$ cat src/rtl/tick_sampler_pkg.sv
package tick_sampler_pkg;

  typedef enum logic [1:0] {
    ST_IDLE  = 2'd0,
    ST_RUN   = 2'd1,
    ST_DRAIN = 2'd2
  } sess_state_e;

  localparam logic [7:0] CODE_SLOW = 8'd0;
  localparam logic [7:0] CODE_MID  = 8'd1;
  localparam logic [7:0] CODE_FAST = 8'd2;

  // true when the byte names one of the supported intervals
  function automatic logic code_ok(input logic [7:0] code);
    return (code == CODE_SLOW) || (code == CODE_MID) || (code == CODE_FAST);
  endfunction

  // period in cycles for an interval code
  function automatic logic [31:0] pick_period(input logic [7:0] code,
                                              input logic [31:0] p_slow,
                                              input logic [31:0] p_mid,
                                              input logic [31:0] p_fast);
    logic [31:0] p;
    case (code)
      CODE_SLOW: p = p_slow;
      CODE_MID:  p = p_mid;
      default:   p = p_fast;
    endcase
    return p;
  endfunction

  function automatic int unsigned max3(input int unsigned a,
                                       input int unsigned b,
                                       input int unsigned c);
    int unsigned m;
    m = (a > b) ? a : b;
    return (m > c) ? m : c;
  endfunction

  // number of bits needed to hold values 0..v
  function automatic int unsigned bits_for(input int unsigned v);
    return (v < 2) ? 1 : $clog2(v + 1);
  endfunction

endpackage

$ cat src/rtl/tick_sampler_timer.sv
module tick_sampler_timer #(
  parameter int unsigned TW = 17
) (
  input  logic          clk,
  input  logic          rst_n,
  input  logic          restart,
  input  logic          enable,
  input  logic [TW-1:0] period_in,
  output logic          tick
);

  logic [TW-1:0] period_q;
  logic [TW-1:0] cnt_q;
  logic          at_end;

  assign at_end = (cnt_q == (period_q - TW'(1)));
  assign tick   = enable && !restart && at_end;

  always_ff @(posedge clk) begin
    if (!rst_n) begin
      period_q <= '0;
      cnt_q    <= '0;
    end else if (restart) begin
      period_q <= period_in;
      cnt_q    <= '0;
    end else if (enable) begin
      cnt_q <= at_end ? '0 : (cnt_q + TW'(1));
    end
  end

endmodule

$ cat src/rtl/tick_sampler_sender.sv
module tick_sampler_sender #(
  parameter int unsigned CNT_W = 16
) (
  input  logic               clk,
  input  logic               rst_n,
  input  logic               load,
  input  logic [2*CNT_W-1:0] rec_in,
  input  logic               wr_done,
  output logic               wr_req,
  output logic [7:0]         wr_data,
  output logic               busy
);

  localparam int unsigned REC_W = 2 * CNT_W;
  localparam int unsigned NBYTE = REC_W / 8;
  localparam int unsigned IW    = (NBYTE > 1) ? $clog2(NBYTE) : 1;

  logic [REC_W-1:0] rec_q;
  logic [IW-1:0]    idx_q;
  logic             req_q;
  logic             take;
  logic             last_byte;

  assign take      = req_q && wr_done;
  assign last_byte = (idx_q == IW'(NBYTE - 1));
  assign wr_req    = req_q;
  assign wr_data   = rec_q[REC_W-1 -: 8];
  assign busy      = req_q;

  always_ff @(posedge clk) begin
    if (!rst_n) begin
      rec_q <= '0;
      idx_q <= '0;
      req_q <= 1'b0;
    end else if (load) begin
      rec_q <= rec_in;
      idx_q <= '0;
      req_q <= 1'b1;
    end else if (take) begin
      if (last_byte) begin
        req_q <= 1'b0;
      end else begin
        idx_q <= idx_q + IW'(1);
        rec_q <= {rec_q[REC_W-9:0], 8'h00};
      end
    end
  end

endmodule

$ cat src/rtl/tick_sampler_ctrl.sv
module tick_sampler_ctrl
  import tick_sampler_pkg::*;
#(
  parameter int unsigned NSAMP = 600
) (
  input  logic       clk,
  input  logic       rst_n,
  input  logic       rx_valid,
  input  logic [7:0] rx_data,
  input  logic       tick,
  input  logic       snd_busy,
  output logic       accept,
  output logic       capture,
  output logic       run,
  output logic       busy,
  output logic       overrun
);

  localparam int unsigned SW = bits_for(NSAMP);

  sess_state_e   state_q;
  logic [SW-1:0] scnt_q;
  logic          ovr_q;
  logic          drop;
  logic          last_cap;

  assign accept   = (state_q == ST_IDLE) && rx_valid && code_ok(rx_data);
  assign capture  = tick && !snd_busy;
  assign drop     = tick && snd_busy;
  assign last_cap = capture && (scnt_q == SW'(NSAMP - 1));
  assign run      = (state_q == ST_RUN);
  assign busy     = (state_q != ST_IDLE);
  assign overrun  = ovr_q;

  always_ff @(posedge clk) begin
    if (!rst_n) begin
      state_q <= ST_IDLE;
      scnt_q  <= '0;
      ovr_q   <= 1'b0;
    end else begin
      case (state_q)
        ST_IDLE: begin
          if (accept) begin
            state_q <= ST_RUN;
            scnt_q  <= '0;
            ovr_q   <= 1'b0;
          end
        end
        ST_RUN: begin
          if (drop) ovr_q <= 1'b1;
          if (capture) scnt_q <= scnt_q + SW'(1);
          if (last_cap) state_q <= ST_DRAIN;
        end
        ST_DRAIN: begin
          if (!snd_busy) state_q <= ST_IDLE;
        end
        default: state_q <= ST_IDLE;
      endcase
    end
  end

endmodule

$ cat src/rtl/tick_sampler.sv
module tick_sampler
  import tick_sampler_pkg::*;
#(
  parameter int unsigned SLOW_CYC = 120000,
  parameter int unsigned MID_CYC  = 60000,
  parameter int unsigned FAST_CYC = 36000,
  parameter int unsigned NSAMP    = 600,
  parameter int unsigned CNT_W    = 16
) (
  input  logic             clk,
  input  logic             rst_n,
  input  logic [7:0]       rx_data,
  input  logic             rx_valid,
  input  logic [CNT_W-1:0] cnt_a,
  input  logic [CNT_W-1:0] cnt_b,
  output logic             wr_req,
  output logic [7:0]       wr_data,
  input  logic             wr_done,
  output logic             busy,
  output logic             overrun
);

  localparam int unsigned MAXP  = max3(SLOW_CYC, MID_CYC, FAST_CYC);
  localparam int unsigned TW    = bits_for(MAXP);
  localparam int unsigned REC_W = 2 * CNT_W;

  // named internal events, observed by the bound checker
  logic             accept;
  logic             tick;
  logic             capture;
  logic             run;
  logic             snd_busy;
  logic [31:0]      period_full;
  logic [TW-1:0]    period_sel;
  logic [REC_W-1:0] snapshot;

  assign period_full = pick_period(rx_data, SLOW_CYC, MID_CYC, FAST_CYC);
  assign period_sel  = period_full[TW-1:0];
  assign snapshot    = {cnt_a, cnt_b};

  tick_sampler_ctrl #(.NSAMP(NSAMP)) u_ctrl (
    .clk      (clk),
    .rst_n    (rst_n),
    .rx_valid (rx_valid),
    .rx_data  (rx_data),
    .tick     (tick),
    .snd_busy (snd_busy),
    .accept   (accept),
    .capture  (capture),
    .run      (run),
    .busy     (busy),
    .overrun  (overrun)
  );

  tick_sampler_timer #(.TW(TW)) u_timer (
    .clk       (clk),
    .rst_n     (rst_n),
    .restart   (accept),
    .enable    (run),
    .period_in (period_sel),
    .tick      (tick)
  );

  tick_sampler_sender #(.CNT_W(CNT_W)) u_send (
    .clk     (clk),
    .rst_n   (rst_n),
    .load    (capture),
    .rec_in  (snapshot),
    .wr_done (wr_done),
    .wr_req  (wr_req),
    .wr_data (wr_data),
    .busy    (snd_busy)
  );

endmodule

$ cat config.mk
export PLATFORM = sky130hd
export DESIGN_NAME = tick_sampler
export DESIGN_NICKNAME = d
export VERILOG_FILES = /design/src/rtl/tick_sampler_pkg.sv /design/src/rtl/tick_sampler_timer.sv /design/src/rtl/tick_sampler_sender.sv /design/src/rtl/tick_sampler_ctrl.sv /design/src/rtl/tick_sampler.sv
export SDC_FILE = /design/constraint.sdc
export NUM_CORES = 1
export LEC_CHECK = 0
export ABC_AREA = 1
export BUFFER_PORTS_ARGS = -buffer_cell sky130_fd_sc_hd__buf_2
export CAP_MARGIN = 5
export CELL_PAD_IN_SITES_DETAIL_PLACEMENT = 1
export CELL_PAD_IN_SITES_GLOBAL_PLACEMENT = 2
export CORE_MARGIN = 8
export CORE_UTILIZATION = 32
export CTS_CLUSTER_DIAMETER = 120
export CTS_CLUSTER_SIZE = 28
export DETAILED_ROUTE_END_ITERATION = 10
export GPL_ROUTABILITY_DRIVEN = 0
export PLACE_DENSITY_LB_ADDON = 0.1
export SETUP_SLACK_MARGIN = 0.15
export SYNTH_ARGS = -nofsm -noshare
export SYNTH_HDL_FRONTEND = slang
export SYNTH_HIERARCHICAL = 1
export SYNTH_SLANG_ARGS = --single-unit
export TNS_END_PERCENT = 50
$ cat constraint.sdc
create_clock -name clk -period 3.6 [get_ports clk]
set_clock_uncertainty 0.05 [all_clocks]
set_input_delay 0 -clock clk [delete_from_list [all_inputs] [get_ports clk]]
set_output_delay 0 -clock clk [all_outputs]
set_load 0.05 [all_outputs]
### Word-level counts from Yosys, hierarchy flattened

Cells that the tools add are included.

* register bits after elaboration: 82
* output and inout bits: 11
* word-level logic and storage cells: 71

* eq/ne operators: 13
* muxes and demuxes: 18
* add/subtract/negate cells: 4
* bitwise gates (word level): 2
* reduce and logical (&&, ||, !) cells: 26

Operators with widths (number)
* $mux 32: 3
* $pmux 17 s2: 1
* $mux 10: 2
* $pmux 10 s2: 1
* $add 17x1->17 const B: 1
* $eq 17x17->1: 1
* $mux 17: 1
* $sub 17x1->17 const B: 1
* $add 10x1->10 const B: 1
* $eq 10x10->1 const B: 1
* $ne 2x2->1 const B: 5
* $reduce_and 3->1: 3
* $eq 8x1->1 const B: 1
* $eq 8x2->1 const B: 1
* $logic_and 1x1->1: 8
* $logic_not 8->1: 1
* $reduce_bool 2->1: 4
* $mux 2: 3
* $pmux 2 s3: 1
* $reduce_and 2->1: 3
* $mux 1: 5
* $eq 2x2->1 const B: 2
* $reduce_or 2->1: 2
* $add 2x1->2 const B: 1
* other kinds (7): 10

### Depth between registers and ports, before layout

* word-level depth: 11
* gate-level depth with buffers: 23
* gate-level depth less buffers: 21

### By module

The synthesis kept the hierarchy.

Modules (own cells, without submodules)
* tick_sampler_timer: times used 1, sequential area each 680.7 µm², area each 2092.0 µm², cells each 318
* tick_sampler_sender: times used 1, sequential area each 700.7 µm², area each 1820.5 µm², cells each 270
* tick_sampler_ctrl: times used 1, sequential area each 260.2 µm², area each 793.3 µm², cells each 121
* tick_sampler: times used 1, sequential area each 0.0 µm², area each 106.4 µm², cells each 23

### Least setup slack after synthesis

Ideal clock, no wire load.

* path type: register -> register
* start point: reg u_timer.period_q[0]
* end point: reg u_send.rec_q[12]
* period minus slack after synthesis: 2.551 ns
* arrival: 2.388 ns
* path slack: 1.049 ns
* buffers on the path: 2
* cell stages (with the launch flop): 22
* library setup time: 0.113 ns
* cells stage by stage: dfxtp_1 -> inv_2 -> ha_1 -> or2_2 -> nand2_1 -> nand2_1 -> nand2_1 -> nand2_1 -> nor2_1 -> nand3_1 -> nor2_2 -> nand3_2 -> nor2_1 -> inv_1 -> nor2_2 -> buf_6 -> clkinv_4 -> nand2_4 -> buf_6 -> nand2_1 -> nand2_1 -> nor2_1

* cells in the longest elaborated chain, start to end: 6
* elaborated cells on any way between the ends: 8
* classes of those cells: 1 x add/sub; 2 x eq/ne; 1 x mux; 4 x reduce/logical

Ends and longest elaborated chain
* from (decl): line tick_sampler_timer.sv:12 `logic [TW-1:0] period_q;`
* from (signal assigned): line tick_sampler_timer.sv:24 `period_q <= period_in;`
* $sub 17x1->17 *: line tick_sampler_timer.sv:16 `assign at_end = (cnt_q == (period_q - TW'(1)));`
* $eq 17x17->1 *: line tick_sampler_timer.sv:16
* $logic_and 1x1->1 *: line tick_sampler_timer.sv:17 `assign tick = enable && !restart && at_end;`
* via tick: line tick_sampler.sv:29 `logic tick;`
* $logic_and 1x1->1 *: line tick_sampler_ctrl.sv:28 `assign capture = tick && !snd_busy;`
* via capture: line tick_sampler.sv:30 `logic capture;`
* $ne 2x2->1 (no line) / $reduce_bool 2->1 (equally long branches)
* $reduce_and 2->1 (no line)
* to (signal assigned): line tick_sampler_sender.sv:36 `rec_q <= rec_in;`
* to (signal assigned): line tick_sampler_sender.sv:44 `rec_q <= {rec_q[REC_W-9:0], 8'h00};`
* to (decl): line tick_sampler_sender.sv:18 `logic [REC_W-1:0] rec_q;`

Mark *: on every way through the listed nets, which the timed path passes. The rest lies on a longest branch.
A chain may end at the register's enable or synchronous reset.

### Worst setup path in the final report

* start point: reg u_timer.period_q[0]
* end point: reg u_send.rec_q[15]

Same word-level chain as after synthesis.

==> impl_metrics.tcl <==
set metrics [dict create \
    status "completed" \
    insertion_delay_ps 340 \
    total_power_mw 1.852 \
    die-area_sq_um 19220 \
    post-route-util 0.3765 \
    period_minus_slack_ps 3029 \
    final_max_slew_viol_count 0 \
    syn2layout_area_growth_pct 16.74 \
    placed_area_sq_um 5102 \
    viasPerCell 4.551 \
    ys_seq_elements 82 \
    synth_edf_count 0 \
    grt.total_usage 0.1412 \
    yosysUniqueCellTypes 37 \
    cts_tree "yes" \
    p_int_mw 1.419 \
    final_nets 845 \
    final_cell_mix "nand2_1, nor2_1, dfxtp_1, inv_1, buf_2" \
    timing.hold.ws_ps 12.64 \
    worst_slack_ps 571.3 \
    routed_wl_mm 13.30 \
    setup.worst_path.class "reg -> reg" \
    drt_first_pass_iters 4 \
    overflow 0 \
    post_cts_buffers 0 \
    ant_nets 0 \
    place_inst 949 \
    clock_path_buffers 2 \
    cp_max_fo 34 \
    rows 45 \
    synthArstFlopShare 0 \
    hold_end "u_send/rec_q[12]$_SDFFE_PN0P_" \
    grt_pass1_wl_mm 22.65 \
    dpl.hpwl_mm 9.827 \
    switching_power_uw 433.6 \
    grt_pass1_vias 4755 \
    synth_area_per_cell_sq_um 6.574 \
    syn_inst 732 \
    seqPwrFrac 0.491 \
    min_path_cells 7 \
    dr_total_vias 4501 \
    rrSetupSlack_ps 570 \
    max_freq_mhz 330.2 \
    core-area_sq_um 14920 \
    first_iter_violations 134 \
    hold_path_class "in -> reg" \
    pwr_density_cell_nw_per_um2 329.7 \
    fin_setup_tns_ps 0 \
    ios 55 \
    routedWlPerCell_microns 13.45 \
    hold_viol 0 \
    num_antenna_cells 0 \
    cp.arrival_ps 3210 \
    rr_endpoint "u_send/rec_q[15]$_SDFFE_PN0P_" \
    final_area_sq_um 5618 \
    worstPathRequired_ps 3780 \
    mostFrequentLayoutCell "nand2_1" \
    ir_drop_uv 194.6 \
    p_leak_nw 2.628 \
    fill_cells 1934 \
    initial_core_util 0.3225 \
    ys_warn_count 6 \
    drive_gt1_frac 0.1685 \
    cts-buffers-inserted 9 \
    cap_violations 0 \
    port_buffers 54 \
    clkSinkCount 82 \
    antenna_found_initial 0 \
    grt_start_max_net_pins 42 \
    place_ws_ps 408.0 \
    combPwrFrac 0.060 \
    synth_ff_type "dfxtp_1" \
    die_w_microns 138.6 \
    ys_seq_area_frac 0.3411 \
    worst_slew_pin_slew_ps 735.3 \
    rr_startpoint "u_timer/period_q[0]$_SDFFE_PN0P_" \
    h-tree-depth 3 \
    swShare 0.2341 \
    fin_cells 989 \
    synth_area_sq_um 4812 \
    clk_pin_slew_worst_paths_ps 60 \
    setup_viol 0 \
    hp-start "cnt_b[12]" \
    crit_path_start_kind "flip-flop" \
    drc 0 \
    rsz0062_at_grt "no" \
    clockPowerShare 0.449 \
    max_slew_margin 0.5092 \
    die_y_microns 138.6 \
    cts-root-buf "clkbuf_16" \
    fin_crit_sh 0.8413 \
    reg2regPathDepth 19 \
    crit_path_end_kind "flip-flop" \
]
## power by group through the flow
stage,sequential (mW),combinational [mW],clock (mW)
finish,0.910,0.111,0.831
global route,0.909,0.125,0.912
CTS,0.910,0.113,0.872
detailed placement,0.930,0.0917,0
global placement,0.930,0.0902,0
floorplan,0.930,0.0530,0
## synth_stat cells, types with 2 or more instances
master,number,share of area
nand3_4,2,0.0073
o21ai_0,21,0.022
a21oi_2,5,0.0091
or2_2,2,0.0026
buf_2,7,0.0073
inv_1,73,0.057
nor3_1,5,0.0052
xnor2_1,12,0.022
nor2_2,27,0.035
nand2_1,214,0.17
nand4_1,2,0.0026
dfxtp_1,82,0.34
a21oi_1,39,0.041
nand3b_1,6,0.0094
buf_4,11,0.017
xor2_1,16,0.029
nand3_1,42,0.044
conb_1,2,0.0016
o21ai_1,2,0.0021
ha_1,4,0.010
nand2_2,11,0.014
inv_2,7,0.0055
clkbuf_1,4,0.0031
buf_6,9,0.021
nor2_1,107,0.083
nand2_4,5,0.012
nor2_4,5,0.012
## sequential cells by signal (all words and copies together), names as in the netlist
name,count
u_ctrl/overrun,1
u_send/busy,1
u_timer/period_q,17
u_send/rec_q,32
u_ctrl/scnt_q,10
u_send/idx_q,2
u_timer/cnt_q,17
u_ctrl/state_q,2
## timing repair
item | CTS | global route
hold buffers | 25 | 0
setup endpoints to repair | 0 | 8
endpoints found under the hold margin | 25 | 0
gates resized for setup | 0 | 2
## layout make-up
class | count | area, sq um | share of cell area
Multi-Input combinational cell | 541 | 2636 | 0.4693
Inverter | 82 | 312.8 | 0.05568
Sequential cell | 82 | 1642 | 0.2922
Timing Repair Buffer | 81 | 539.3 | 0.09599
Tap cell | 188 | 235.2 | 0.04187
Clock buffer | 11 | 232.7 | 0.04143
Clock inverter | 4 | 20.02 | 0.003563
## critical path, cell delays in order, from the launching register on
cell and delay (ps):
dfxtp_1 340, inv_2 70, ha_1 230, or2_2 290
nand2_1 70, nand2_1 50, nand2_1 50, nand2_1 50
nor2_1 130, nand3_1 110, nor2_2 130, nand3_2 110
nor2_1 150, inv_1 90, nor2_4 210, clkinv_4 280
nand2_8 290, nand2_1 90, nand2_1 70, nor2_1 50
## cell families after synthesis
logic type      count (synthesis)  synth area share
simple gates                  433            0.4012
buf+inv                       114            0.1178
flops                          82            0.3411
compound gates                 69           0.07696
xor+xnor                       28           0.05096
fa+ha+maj                       4           0.01040
other cells                     2          0.001561
## metal layers
layer / global-route usage / wire length (microns)
met1: 0.1561 / 5893
met3: 0.03973 / 400
met2: 0.2639 / 6918
met5: 0 / 0
met4: 0.02547 / 87
## how the worst max path moves through the flow
stage                                          start                             to  slack, ps  depth (start not counted)
global route        u_timer/period_q[0]$_SDFFE_PN0P_  u_send/rec_q[11]$_SDFFE_PN0P_        210                         19
floorplan           u_timer/period_q[0]$_SDFFE_PN0P_  u_send/rec_q[12]$_SDFFE_PN0P_       1050                         21
global placement    u_timer/period_q[0]$_SDFFE_PN0P_  u_send/rec_q[11]$_SDFFE_PN0P_        500                         20
detailed placement  u_timer/period_q[0]$_SDFFE_PN0P_   u_send/rec_q[9]$_SDFFE_PN0P_        410                         20
finish              u_timer/period_q[0]$_SDFFE_PN0P_  u_send/rec_q[15]$_SDFFE_PN0P_        570                         19
CTS                 u_timer/period_q[0]$_SDFFE_PN0P_   u_send/rec_q[9]$_SDFFE_PN0P_        390                         20
(Power assumes the default switching activity.)
